$ cat config.mk
export PLATFORM = sky130hd
export DESIGN_NAME = frame_phase_sweep
export DESIGN_NICKNAME = d
export VERILOG_FILES = /design/src/rtl/sweep_pkg.sv /design/src/rtl/sweep_sync.sv /design/src/rtl/sweep_toggle.sv /design/src/rtl/sweep_out_sel.sv /design/src/rtl/frame_phase_sweep.sv
export SDC_FILE = /design/constraint.sdc
export NUM_CORES = 1
export LEC_CHECK = 0
export BUFFER_PORTS_ARGS = -buffer_cell sky130_fd_sc_hd__buf_2
export CAP_MARGIN = 20
export CORE_AREA = 8 8 45 47
export CTS_BUF_LIST = sky130_fd_sc_hd__clkbuf_8
export CTS_CLUSTER_DIAMETER = 80
export DETAILED_ROUTE_END_ITERATION = 6
export DIE_AREA = 0 0 53 55
export MAX_ROUTING_LAYER = met4
export PLACE_DENSITY = 0.44
export SYNTH_ARGS = -nofsm -noshare
export SYNTH_HDL_FRONTEND = slang
export SYNTH_SLANG_ARGS = --single-unit
export TNS_END_PERCENT = 20
$ cat constraint.sdc
create_clock -name clk -period 1.7 [get_ports clk]
set_clock_uncertainty 0.2 [all_clocks]
set_input_delay 0.34 -clock clk [delete_from_list [all_inputs] [get_ports clk]]
set_output_delay 0.34 -clock clk [all_outputs]
set_load 0.02 [all_outputs]
$ cat src/rtl/sweep_pkg.sv
package sweep_pkg;

  // Default depth of the synchronisers for reset release and vertical drive
  parameter int unsigned DEF_SYNC_STAGES = 2;
  parameter int unsigned DEF_RST_STAGES  = 2;

  // Frame parity: which polarity of the halved clock drives the output
  typedef enum logic {
    PHASE_DIRECT   = 1'b0,
    PHASE_INVERTED = 1'b1
  } frame_phase_e;

endpackage

$ cat src/rtl/sweep_sync.sv
module sweep_sync #(
  parameter int unsigned STAGES    = 2,
  parameter logic        RESET_VAL = 1'b0
) (
  input  logic clk,
  input  logic rst_n,
  input  logic d,
  output logic q
);

  logic [STAGES-1:0] chain_q;
  logic [STAGES-1:0] chain_d;

  generate
    if (STAGES == 1) begin : g_single
      always_comb chain_d = d;
    end else begin : g_chain
      always_comb chain_d = {chain_q[STAGES-2:0], d};
    end
  endgenerate

  always_ff @(posedge clk or negedge rst_n) begin
    if (!rst_n) begin
      chain_q <= {STAGES{RESET_VAL}};
    end else begin
      chain_q <= chain_d;
    end
  end

  assign q = chain_q[STAGES-1];

endmodule

$ cat src/rtl/sweep_toggle.sv
module sweep_toggle (
  input  logic clk,
  input  logic rst_n,
  input  logic en,
  output logic q,
  output logic q_next
);

  always_comb begin
    q_next = q;
    if (en) begin
      q_next = ~q;
    end
  end

  always_ff @(posedge clk or negedge rst_n) begin
    if (!rst_n) begin
      q <= 1'b0;
    end else begin
      q <= q_next;
    end
  end

endmodule

$ cat src/rtl/sweep_out_sel.sv
module sweep_out_sel
  import sweep_pkg::*;
(
  input  logic         clk,
  input  logic         rst_n,
  input  logic         half_next,
  input  frame_phase_e phase_next,
  output logic         sweep_q
);

  logic pass_direct;
  logic pass_inverted;
  logic sweep_d;

  always_comb begin
    pass_direct   = half_next  & (phase_next == PHASE_DIRECT);
    pass_inverted = ~half_next & (phase_next == PHASE_INVERTED);
    sweep_d       = pass_direct | pass_inverted;
  end

  always_ff @(posedge clk or negedge rst_n) begin
    if (!rst_n) begin
      sweep_q <= 1'b0;
    end else begin
      sweep_q <= sweep_d;
    end
  end

endmodule

$ cat src/rtl/frame_phase_sweep.sv
module frame_phase_sweep
  import sweep_pkg::*;
#(
  parameter int unsigned SYNC_STAGES = DEF_SYNC_STAGES,
  parameter int unsigned RST_STAGES  = DEF_RST_STAGES
) (
  input  logic clk,
  input  logic rst_n,
  input  logic vdrive_n,
  output logic sweep_o,
  output logic frame_par_o
);

  logic         rst_sync_n;
  logic         vd_sync;
  logic         vd_prev_q;
  logic         vd_prev_d;
  logic         vd_rise;
  logic         half_q;
  logic         half_next;
  logic         par_q;
  logic         par_next;
  frame_phase_e phase_next;

  // Reset asserts at once and is released on a clock edge
  sweep_sync #(
    .STAGES    (RST_STAGES),
    .RESET_VAL (1'b0)
  ) u_rst_sync (
    .clk   (clk),
    .rst_n (rst_n),
    .d     (1'b1),
    .q     (rst_sync_n)
  );

  // Vertical drive into the clk domain; it idles high, so it resets high
  sweep_sync #(
    .STAGES    (SYNC_STAGES),
    .RESET_VAL (1'b1)
  ) u_vd_sync (
    .clk   (clk),
    .rst_n (rst_sync_n),
    .d     (vdrive_n),
    .q     (vd_sync)
  );

  always_comb begin
    vd_prev_d = vd_sync;
    vd_rise   = vd_sync & ~vd_prev_q;
  end

  always_ff @(posedge clk or negedge rst_sync_n) begin
    if (!rst_sync_n) begin
      vd_prev_q <= 1'b1;
    end else begin
      vd_prev_q <= vd_prev_d;
    end
  end

  // Half-rate stage: enabled on every cycle
  sweep_toggle u_half (
    .clk    (clk),
    .rst_n  (rst_sync_n),
    .en     (1'b1),
    .q      (half_q),
    .q_next (half_next)
  );

  // Frame parity stage: enabled on the trailing edge of vertical drive
  sweep_toggle u_parity (
    .clk    (clk),
    .rst_n  (rst_sync_n),
    .en     (vd_rise),
    .q      (par_q),
    .q_next (par_next)
  );

  assign phase_next = frame_phase_e'(par_next);

  sweep_out_sel u_out (
    .clk        (clk),
    .rst_n      (rst_sync_n),
    .half_next  (half_next),
    .phase_next (phase_next),
    .sweep_q    (sweep_o)
  );

  assign frame_par_o = par_q;

  logic unused_half;
  assign unused_half = half_q;

endmodule

==> results.toml <==
[run_status]
status = "finished, final reports clean"

[sta]
hold_violations = 0
min_period_ns = 1.35
tns_ns = 0
min_period_over_period_pct = 79.5
rsz0062_at_grt = "false"
fin_ws_ns = 0.348
holdWs_ns = 0.0177
finalSetupViolCount = 0
max_freq_ghz = 0.740
slew_violations = 0

[power]
vdd_drop_max_uv = 466
p_per_area_nw_per_um2 = 1660
fin_total_pwr_uw = 579
power_leakage_nw = 0.156

[critical_path]
path_cells = "buf_2"
path_class = "reg2out"
crit_arrival_ns = 0.81
ff2ff_setup_slack_ns = 0.63
worstPathMaxFanout = 3
cp_slowest_stage_delay_ns = 0.40
critPathTopFamily = "flip-flops"
crit_required_ns = 1.16
cp-start-kind = "register"
timing.rr.end = "u_out.sweep_q"
path_buf_inv = 1
crit_cells = 1
slowest_stage = "dfrtp_1"
r2r_start = "u_vd_sync.chain_q[1]"
r2r_cells = 2
end_kind = "output pin"

[min_path]
hold_depth = 1
hold_end = "u_vd_sync.chain_q[0]"
min-delay-start = "vdrive_n"
holdCritPathClass = "in2reg"

[die]
fp.dieH_um = 55
core_um2 = 1380
ios = 5
initial_utilization_pct = 17.6
dieArea_um2 = 2920
num_rows = 14
die_w_um = 53

[synth]
synth_nets = 17
synthDistinctLibCells = 6
postSynthCellCount = 14
syn-cell-area_um2 = 244
ys_seq_elements = 8
yosys_warnings = 0
postSynthAreaPerCell_um2 = 17.4
yosysSeqAreaShare_pct = 83.6

[clock_network]
post_cts_buffers = 0
cts.path.max_buffers = 2
clk_latency_ns = 0.23
path_clk_slew_ns = 0.05
numCtsBuffers = 3
cts_tree = "yes"
ctsRootBufferMaster = "clkbuf_8"
cts_max_level = 1
clock_sink_count = 8

[global_routing]
antenna_found_initial = 0
grt_first_pass_wirelength_um = 731
grt.total_usage_pct = 4.26
grt_pass1_vias = 167
gr-total-overflow = 0
grt_start_max_net_pins = 6

[run]
cap_viol_max_count = 0

[cells_and_area]
drive_above_1_share_pct = 41.7
fillerInstances = 142
diodes = 0
area_growth_pct = 43.1
fin_nets = 28

[drt]
first_iter_violations = 1
num_vias = 129
drtAntennaViolNets = 0
drc_errors = 0
post_drt_wl_per_cell_um = 9.88
firstDrtPassIters = 3
drt_wl_total_um = 395
via_per_inst = 3.23

[place]
hpwl_um = 252
dp_slack_ns = 0.594
gp_congestion = 0.553
port_buffers = 4
## per-stage QoR
stage / util, % / cell area, um2 / cells
floorplan: - / 244 / 14
global route: 25.2 / 349 / 40
CTS: 25.2 / 349 / 40
detailed placement: 20.5 / 284 / 34
finish: 25.2 / 349 / 40
global placement: 20.5 / 284 / 34
## how the worst max path moves through the flow
stage	startpoint	endpoint	slack (ns)
floorplan	u_parity.q	u_out.sweep_q	0.63
global placement	u_parity.q	frame_par_o	0.60
detailed placement	u_parity.q	frame_par_o	0.59
CTS	u_parity.q	frame_par_o	0.34
global route	u_parity.q	frame_par_o	0.32
finish	u_parity.q	frame_par_o	0.35
## state kept, by name, indices dropped and copies added (netlist names)
signal              cells
u_rst_sync.chain_q      2
u_vd_sync.chain_q       2
u_half.q                1
u_out.sweep_q           1
u_parity.q              1
vd_prev_q               1
## kinds of logic after synthesis
family                 share of synthesized area, %
buffers and inverters                          1.54
other                                          1.54
flip-flops                                     83.6
AND/OR/NAND/NOR                                2.57
XOR/XNOR                                       10.8
## final cells by class
type,count,area [um2],area share [%]
sequential,8,204,58.4
timing repair buffer,6,40.0,11.5
tap,16,20.0,5.73
clock buffer,3,41.3,11.8
clock inverter,1,3.75,1.08
inverter,1,3.75,1.08
multi-input combinational,5,36.3,10.4
## timing repair
action	in CTS	in global routing
resized for setup	0	0
hold buffers	2	0
endpoints found under the hold margin	5	0
## cell usage in the layout (no fill, tap or decap), drive strengths merged
cell,instances
inv,2
dfstp,3
nand2b,1
buf,4
xnor2,3
dfrtp,5
conb,1
dlygate4sd3,2
clkbuf,3
## power breakdown
group	internal [mW]	leakage, nW	total (mW)	switching [mW]
Sequential	0.224	0.0928	0.242	0.0179
Combinational	0.0454	0.0361	0.104	0.0590
Clock	0.156	0.0269	0.232	0.0755
## synthesized netlist by cell type
master | count | area, um2
conb_1 | 1 | 3.75
dfstp_2 | 3 | 78.8
xnor2_1 | 3 | 26.3
nand2b_1 | 1 | 6.26
dfrtp_1 | 5 | 125
inv_1 | 1 | 3.75
## metal layers
metal / share of wire (%) / vias up / routed length, um / track usage [%]
met1: 46 / 63 / 180 / 3.27
met4: 0 / 0 / 0 / 3.88
met5: 0 / - / 0 / -
li1: - / 59 / - / -
met2: 43 / 7 / 170 / 5.27
met3: 11 / 0 / 45 / 4.81
Note: power is estimated with default switching activity, not from simulation.
